`config.mk`:
```
export PLATFORM = sky130hd
export DESIGN_NAME = sysclk_div_gate
export DESIGN_NICKNAME = d
export VERILOG_FILES = /design/src/rtl/sdg_pkg.sv /design/src/rtl/sdg_divider.sv /design/src/rtl/sdg_halver.sv /design/src/rtl/sdg_gate.sv /design/src/rtl/sysclk_div_gate.sv
export SDC_FILE = /design/constraint.sdc
export NUM_CORES = 1
export LEC_CHECK = 0
export CAP_MARGIN = 25
export CORE_AREA = 2 2 47 49
export CTS_CLUSTER_SIZE = 12
export DETAILED_ROUTE_END_ITERATION = 12
export DIE_AREA = 0 0 49 51
export HOLD_SLACK_MARGIN = 0.03
export PLACE_DENSITY = 0.74
export SKIP_CTS_REPAIR_TIMING = 1
export SLEW_MARGIN = 40
export SYNTH_ARGS = -nofsm -noshare
export SYNTH_HDL_FRONTEND = slang
export SYNTH_SLANG_ARGS = --single-unit
```
`constraint.sdc`:
```
create_clock -name clk -period 1.75 [get_ports clk]
set_input_delay 0.35 -clock clk [delete_from_list [all_inputs] [get_ports clk]]
set_output_delay 0.35 -clock clk [all_outputs]
set_load 0.05 [all_outputs]
```
`src/rtl/sdg_pkg.sv`:
```
package sdg_pkg;

    localparam int SW_CODE_W  = 3;
    localparam int BCK_CODE_W = 4;
    localparam int MAX_RATIO  = 16;
    localparam int CNT_W      = $clog2(MAX_RATIO);

    typedef logic [CNT_W-1:0] lim_t;

    // Switching ratio code -> terminal count (ratio minus one)
    function automatic lim_t sw_code_to_lim(input logic [SW_CODE_W-1:0] code);
        lim_t lim;
        case (code)
            3'd0:    lim = lim_t'(0);
            3'd1:    lim = lim_t'(1);
            3'd2:    lim = lim_t'(2);
            3'd3:    lim = lim_t'(3);
            3'd4:    lim = lim_t'(5);
            3'd5:    lim = lim_t'(7);
            3'd6:    lim = lim_t'(11);
            default: lim = lim_t'(15);
        endcase
        return lim;
    endfunction

    // Bit-clock ratio code -> terminal count; unlisted codes fall back to ratio 4
    function automatic lim_t bck_code_to_lim(input logic [BCK_CODE_W-1:0] code);
        lim_t lim;
        case (code)
            4'b0000: lim = lim_t'(0);
            4'b0010: lim = lim_t'(1);
            4'b0011: lim = lim_t'(2);
            4'b0110: lim = lim_t'(5);
            4'b0111: lim = lim_t'(7);
            default: lim = lim_t'(3);
        endcase
        return lim;
    endfunction

endpackage

```
`src/rtl/sdg_divider.sv`:
```
module sdg_divider #(
    parameter int              CNT_W   = 4,
    parameter logic [CNT_W-1:0] RST_LIM = '1
) (
    input  logic             clk,
    input  logic             rst_n,
    input  logic             run,
    input  logic [CNT_W-1:0] lim_next,
    output logic             tick
);

    typedef struct packed {
        logic [CNT_W-1:0] cnt;
        logic [CNT_W-1:0] lim;
        logic             tick;
    } div_state_t;

    div_state_t st_d, st_q;

    always_comb begin
        st_d      = st_q;
        st_d.tick = 1'b0;
        if (run) begin
            if (st_q.cnt == st_q.lim) begin
                st_d.cnt  = '0;
                st_d.lim  = lim_next;
                st_d.tick = 1'b1;
            end else begin
                st_d.cnt = st_q.cnt + 1'b1;
            end
        end
    end

    always_ff @(posedge clk or negedge rst_n) begin
        if (!rst_n) begin
            st_q.cnt  <= '0;
            st_q.lim  <= RST_LIM;
            st_q.tick <= 1'b0;
        end else begin
            st_q <= st_d;
        end
    end

    assign tick = st_q.tick;

endmodule

```
`src/rtl/sdg_halver.sv`:
```
module sdg_halver (
    input  logic clk,
    input  logic rst_n,
    input  logic tick,
    output logic half_clk
);

    typedef struct packed {
        logic lvl;
    } half_state_t;

    half_state_t st_d, st_q;

    always_comb begin
        st_d     = st_q;
        st_d.lvl = st_q.lvl ^ tick;
    end

    always_ff @(posedge clk or negedge rst_n) begin
        if (!rst_n) begin
            st_q.lvl <= 1'b0;
        end else begin
            st_q <= st_d;
        end
    end

    assign half_clk = st_q.lvl;

endmodule

```
`src/rtl/sdg_gate.sv`:
```
module sdg_gate (
    input  logic clk,
    input  logic rst_n,
    input  logic sys_en,
    input  logic dsp_en,
    output logic core_en,
    output logic dsp_gate_en
);

    typedef struct packed {
        logic core;
        logic dsp;
    } gate_state_t;

    gate_state_t st_d, st_q;

    always_comb begin
        st_d      = st_q;
        st_d.core = sys_en;
        st_d.dsp  = sys_en & dsp_en;
    end

    always_ff @(posedge clk or negedge rst_n) begin
        if (!rst_n) begin
            st_q.core <= 1'b1;
            st_q.dsp  <= 1'b1;
        end else begin
            st_q <= st_d;
        end
    end

    assign core_en     = st_q.core;
    assign dsp_gate_en = st_q.dsp;

endmodule

```
`src/rtl/sysclk_div_gate.sv`:
```
module sysclk_div_gate
    import sdg_pkg::*;
(
    input  logic                  clk,
    input  logic                  rst_n,
    input  logic [SW_CODE_W-1:0]  sw_div_code,
    input  logic [BCK_CODE_W-1:0] bck_div_code,
    input  logic                  sys_en,
    input  logic                  dsp_en,
    output logic                  sw_tick,
    output logic                  sw_clk,
    output logic                  bck_tick,
    output logic                  core_en,
    output logic                  dsp_gate_en
);

    localparam lim_t SW_RST_LIM  = sw_code_to_lim(3'b111);
    localparam lim_t BCK_RST_LIM = bck_code_to_lim(4'b0100);

    lim_t sw_lim_next;
    lim_t bck_lim_next;

    always_comb begin
        sw_lim_next  = sw_code_to_lim(sw_div_code);
        bck_lim_next = bck_code_to_lim(bck_div_code);
    end

    sdg_divider #(.CNT_W(CNT_W), .RST_LIM(SW_RST_LIM)) sw_div_i (
        .clk      (clk),
        .rst_n    (rst_n),
        .run      (sys_en),
        .lim_next (sw_lim_next),
        .tick     (sw_tick)
    );

    sdg_divider #(.CNT_W(CNT_W), .RST_LIM(BCK_RST_LIM)) bck_div_i (
        .clk      (clk),
        .rst_n    (rst_n),
        .run      (sys_en),
        .lim_next (bck_lim_next),
        .tick     (bck_tick)
    );

    sdg_halver half_i (
        .clk      (clk),
        .rst_n    (rst_n),
        .tick     (sw_tick),
        .half_clk (sw_clk)
    );

    sdg_gate gate_i (
        .clk         (clk),
        .rst_n       (rst_n),
        .sys_en      (sys_en),
        .dsp_en      (dsp_en),
        .core_en     (core_en),
        .dsp_gate_en (dsp_gate_en)
    );

endmodule

```
After elaboration in Yosys (flattened, before gate mapping)
Index checks and enable logic that the tools add are counted.
- register bits after elaboration: 20
- input bits: 11
- output and inout port bits: 5
- word-level logic and storage cells: 37
- muxes and demuxes: 8
- reductions and logical operators: 4
- add/sub/neg operators: 2
- bitwise gates (word level): 2
- equal/unequal tests: 12
- operator list (operator ; number):
    case mux 4 bit (7 select lines) ; 1
    case mux 3 bit (5 select lines) ; 1
    equality test 3 bit, second input constant ; 3
    adder 4 x 1 -> 4 bit, second input constant ; 2
    equality test 4 x 2 -> 1 bit, second input constant ; 2
    equality test 4 x 3 -> 1 bit, second input constant ; 2
    two-way mux 4 bit ; 2
    equality test 3 x 2 -> 1 bit, second input constant ; 2
    equality test 4 x 3 -> 1 bit ; 1
    equality test 4 bit ; 1
    zero test 4 bit ; 1
    two-way mux 1 bit ; 4
    AND reduction 2 bit ; 2
    equality test 3 x 1 -> 1 bit, second input constant ; 1
    zero test 3 bit ; 1
    bitwise AND 1 bit ; 1
    XOR 1 bit ; 1

Longest topological paths before layout
- depth in word-level cells: 3
- gate-level depth with buffers: 4
- depth with buffers taken out: 4

Hierarchy
A second synthesis with hierarchy kept.
- cells, all modules: 85
- area total of the unflattened synthesis: 1063.5 um^2
- by module, submodules not included (module ; instances ; cells each ; area each (um^2) ; sequential area each (um^2)):
    sdg_divider at sw_div_i ; 1 ; 34 ; 451.7 ; 230.2
    sdg_divider at bck_div_i ; 1 ; 34 ; 449.2 ; 227.7
    sysclk_div_gate ; 1 ; 12 ; 70.1 ; 0.0
    sdg_gate ; 1 ; 3 ; 58.8 ; 52.6
    sdg_halver ; 1 ; 2 ; 33.8 ; 25.0

Least setup slack after synthesis
OpenSTA, ideal clock, no wires.
- path kind: reg2reg
- from: register bck_div_i.st_q[7] (netlist bit)
- to: register bck_div_i.st_q[3] (netlist bit)
- stages on the path, launching flop included: 5
- data arrival time: 1391 ps
- required time: 1625 ps
- path buffers: 0
- period minus slack after synthesis: 1516 ps
- setup slack: 234 ps
- library setup time: 125 ps
- cells stage by stage: dfrtp_1 xor2_1 nor4_4 nand2_2 mux2_4
- longest elaborated chain between the ends: 2
- RTL lines (element ; line ; text):
    from (decl) ; sdg_divider.sv:18 ; div_state_t st_d, st_q;
    from (signal assigned) ; sdg_divider.sv:40 ; st_q <= st_d;
    equality test 4 x 3 -> 1 bit ; sdg_divider.sv:24 ; if (st_q.cnt == st_q.lim) begin
    AND reduction 2 bit (no source line) ; -- ;
No other way between the ends.
A chain may end at the register's enable or synchronous reset.

Worst setup path in the final report
- from: register sw_div_i.st_q[2] (netlist bit)
- to: register sw_div_i.st_q[1] (netlist bit)
- longest elaborated chain between the ends: 2
- RTL lines (element ; line):
    from (decl) ; sdg_divider.sv:18
    from (signal assigned) ; sdg_divider.sv:40
    equality test 4 bit ; sdg_divider.sv:24
    AND reduction 2 bit (no source line) ; --
No other way between the ends.

==> out/qor.csv <==
stage;metric;value;unit
run_status;status;complete, no violations;
worst_setup_path;critPathLaunchType;register;
worst_setup_path;worstPathRequired;1970;ps
detailed_routing;via_per_inst;5.07;
worst_setup_path;r2r-end;sw_div_i.st_q[1]$_DFFE_PN1P_;
finish;drive_gt1_share;22.4;%
logic_synthesis;synth_top_family_by_area;simple AND/OR/NAND/NOR gates;
grt;grt_pass1_wl;3040;um
detailed_routing;drt-pass1-iter-count;4;
detailed_routing;num_vias;685;
power;max-vdd-ir-drop;0.000840;V
logic_synthesis;yosysWarnings;0;
die;rows;17;
finish;post-route-cell-area;1220;um2
place;postPlaceCellArea;1200;um2
timing;worst_clock_skew;0.814;ps
place;hpwlAfterDp;1210;um
logic_synthesis;synth_fa_ha_area_share;2.59;%
timing;max_slew_margin;77.5;%
detailed_routing;wire_per_inst;12.6;um
die;die_area;2500;um2
logic_synthesis;synth_xor_area_share;8.15;%
logic_synthesis;avgSynthCellArea;11.1;um2
logic_synthesis;ys_types;25;
logic_synthesis;synthesis.instances;87;
logic_synthesis;synth_seq_cells;20;
worst_setup_path;critical_path.max_fanout;5;
logic_synthesis;synth_edf_count;0;
power;leakage;0.571;nW
logic_synthesis;muxShareOfSynthArea;5.69;%
clock_tree;htreeDepth;1;
die;fp.dieH;51;um
worst_hold_path;hp-class;in -> async;
worst_setup_path;reg2reg_depth;5;
finish;syn_to_final_growth;26.4;%
timing;setup_tns;0;ps
logic_synthesis;synthTopCellsByArea;dfrtp_1 (31%), dfstp_2 (22%), xor2_1 (8.2%), nor4_4 (4.4%), mux2i_1 (4.1%);
logic_synthesis;yosys.area_share.simple;14.0;%
clock_tree;clkSlewWorstSetupHoldPaths;100;ps
timing;clock.fmax;642;MHz
timing;tightest_slew;336;ps
worst_setup_path;worst_r2r_startpoint;sw_div_i.st_q[2]$_DFFE_PN1P_;
finish;num-nets-final;122;
worst_setup_path;crit_path_end;sw_div_i.st_q[1]$_DFFE_PN1P_;
die;die_x;49;um
detailed_routing;wl;1700;um
clock_tree;numCtsBuffers;3;
die;core_area;2060;um2
timing;finalMaxSlewViolations;0;
clock_tree;clockRootBuffer;clkbuf_4;
grt;grt_pass1_vias;712;
logic_synthesis;syn-num-nets;100;
detailed_routing;drt_first_iter_violations;4;
logic_synthesis;yosysTopAreaCellShare;31.0;%
worst_setup_path;criticalPathCategory;reg -> reg;
finish;n_antenna_cell;0;
timing;setup_violations;0;
logic_synthesis;async_flop_share;100;%
worst_setup_path;cp_slowest_cell;dfstp_2;
job;drv_cap;0;
clock_tree;insertion_delay;290;ps
clock_tree;clockBufferDepth;2;
clock_tree;clock-sinks;20;
worst_setup_path;cp_data_arrival_time;1780;ps
die;initial_core_util;46.9;%
logic_synthesis;synth_common_cells;dfrtp_1 (12), inv_1 (9), xor2_1 (9);
timing;period_share;89.1;%
die;io_pins;16;
worst_setup_path;cp-startpoint;sw_div_i.st_q[2]$_DFFE_PN1P_;
grt;track_usage;16.4;%
detailed_routing;ant_nets;0;
logic_synthesis;ys.flop_type;dfrtp_1;
logic_synthesis;synth.most_common_cell;dfrtp_1;
detailed_routing;drc_errors;0;
worst_setup_path;slowest_delay;560;ps
logic_synthesis;ys_seq_area_share;52.8;%
place;place_congestion;0.731;
logic_synthesis;synth-compound-area-share;12.5;%
logic_synthesis;netlist_area;967;um2
logic_synthesis;netlist.top_cell.by_area;dfrtp_1;
place;io_buffers;15;
power;p_per_area;1480;nW/um2
clock_tree;cts_tree;built;
timing;rsz0062_at_grt;no;
worst_setup_path;endpoint_kind;register;
worst_setup_path;rrSetupSlack;190;ps
grt;grt_antenna_before_repair;0;
grt;globalRouteOverflowTotal;0;
worst_setup_path;critical_path.cell_chain;xor2_1 -> nor4_4 -> buf_4 -> a21oi_1 -> a31oi_1;
grt;grt_max_degree;26;
timing;layout_min_cycle_time;1560;ps
timing;finalHoldViolCount;0;
worst min path at each step:
| stage | end | slack [ps] |
|---|---|---|
| after detailed placement | half_i.half_clk$_DFF_PN0_ | 460 |
| after floorplan | bck_div_i.st_q[3]$_DFFE_PN0P_ | 50 |
| after global routing | sw_div_i.tick$_DFF_PN0_ | 410 |
| after CTS | sw_div_i.tick$_DFF_PN0_ | 380 |
| final | sw_div_i.tick$_DFF_PN0_ | 380 |
| after global placement | half_i.half_clk$_DFF_PN0_ | 450 |
cells by family (layout without fill, tap and decap cells):
group / Yosys count / after routing
and+or+nand+nor: 20 / 20
xor gates and xnor gates: 9 / 9
adders and majority gates: 2 / 2
muxes: 5 / 5
buffers and inverters: 11 / 31
AOI/OAI and AO/OA: 20 / 20
DFF: 20 / 20
final cells by class:
cell class / count / area, um2
fillers: 195 / 841
flip-flops and latches: 20 / 510
multi-input cells: 56 / 415
repair buffers: 19 / 205
well taps: 28 / 35.0
inverters: 9 / 33.8
clock buffers: 3 / 22.5
state kept, by name, summed over array words and instances, names as in the netlist:
| register | count |
|---|---|
| sw_div_i.st_q | 8 |
| sw_div_i.tick | 1 |
| bck_div_i.tick | 1 |
| bck_div_i.st_q | 7 |
| gate_i.dsp_gate_en | 1 |
| gate_i.core_en | 1 |
| half_i.half_clk | 1 |
power breakdown:
group          internal (mW)  total (mW)  switching [mW]
Combinational          0.338       0.751           0.412
Clock                 0.0801       0.212           0.132
Sequential             0.680       0.851           0.171
placed cells by master (no fill, tap or decap):
cell,netlist,final
dfrtp_1,12,12
inv_1,9,9
a21o_1,1,1
nand2b_1,4,4
clkbuf_4,0,3
buf_12,0,3
dfstp_2,8,8
clkdlybuf4s50_1,0,10
nand2_1,5,5
a211oi_1,1,1
xor2_1,9,9
a31oi_1,4,4
nand3_1,1,1
o2bb2ai_1,2,2
nand4_1,1,1
mux2_4,1,1
nand2_2,1,1
and2_1,1,1
o21ai_0,3,3
a21oi_1,6,6
nor3_1,2,2
ha_1,2,2
nor4_4,2,2
buf_4,0,6
mux2i_1,4,4
nor2_1,2,2
o22ai_1,3,3
nor3b_1,1,1
metrics by stage:
stage               utilization, %  hold WS (ps)  instances  setup slack [ps]  power (mW)
floorplan                        -          54.4         87               234        1.38
global placement              58.2           450        132               251        1.57
detailed placement            58.2           457        132               215        1.60
CTS                           59.2           384        135               190        1.83
global route                  59.2           411        135              88.3        1.95
finish                        59.2           381        135               191        1.81
metal layers:
layer  share of wire [%]  GRT usage [%]  up-vias
li1                    -              -      344
met1                  45           19.8      322
met2                  50           28.3       14
met3                 2.9           2.92        5
met4                 2.0           8.57        0
met5                   0              0        -
worst max-delay path: cells and delay by family, from the launching register on:
kind | cells | cell delay, ps
xor gates and xnor gates | 1 | 110
DFF | 1 | 560
and+or+nand+nor | 1 | 400
buffers and inverters | 1 | 200
AOI/OAI and AO/OA | 2 | 220
No activity file was read; power rests on OpenSTA's default activity.
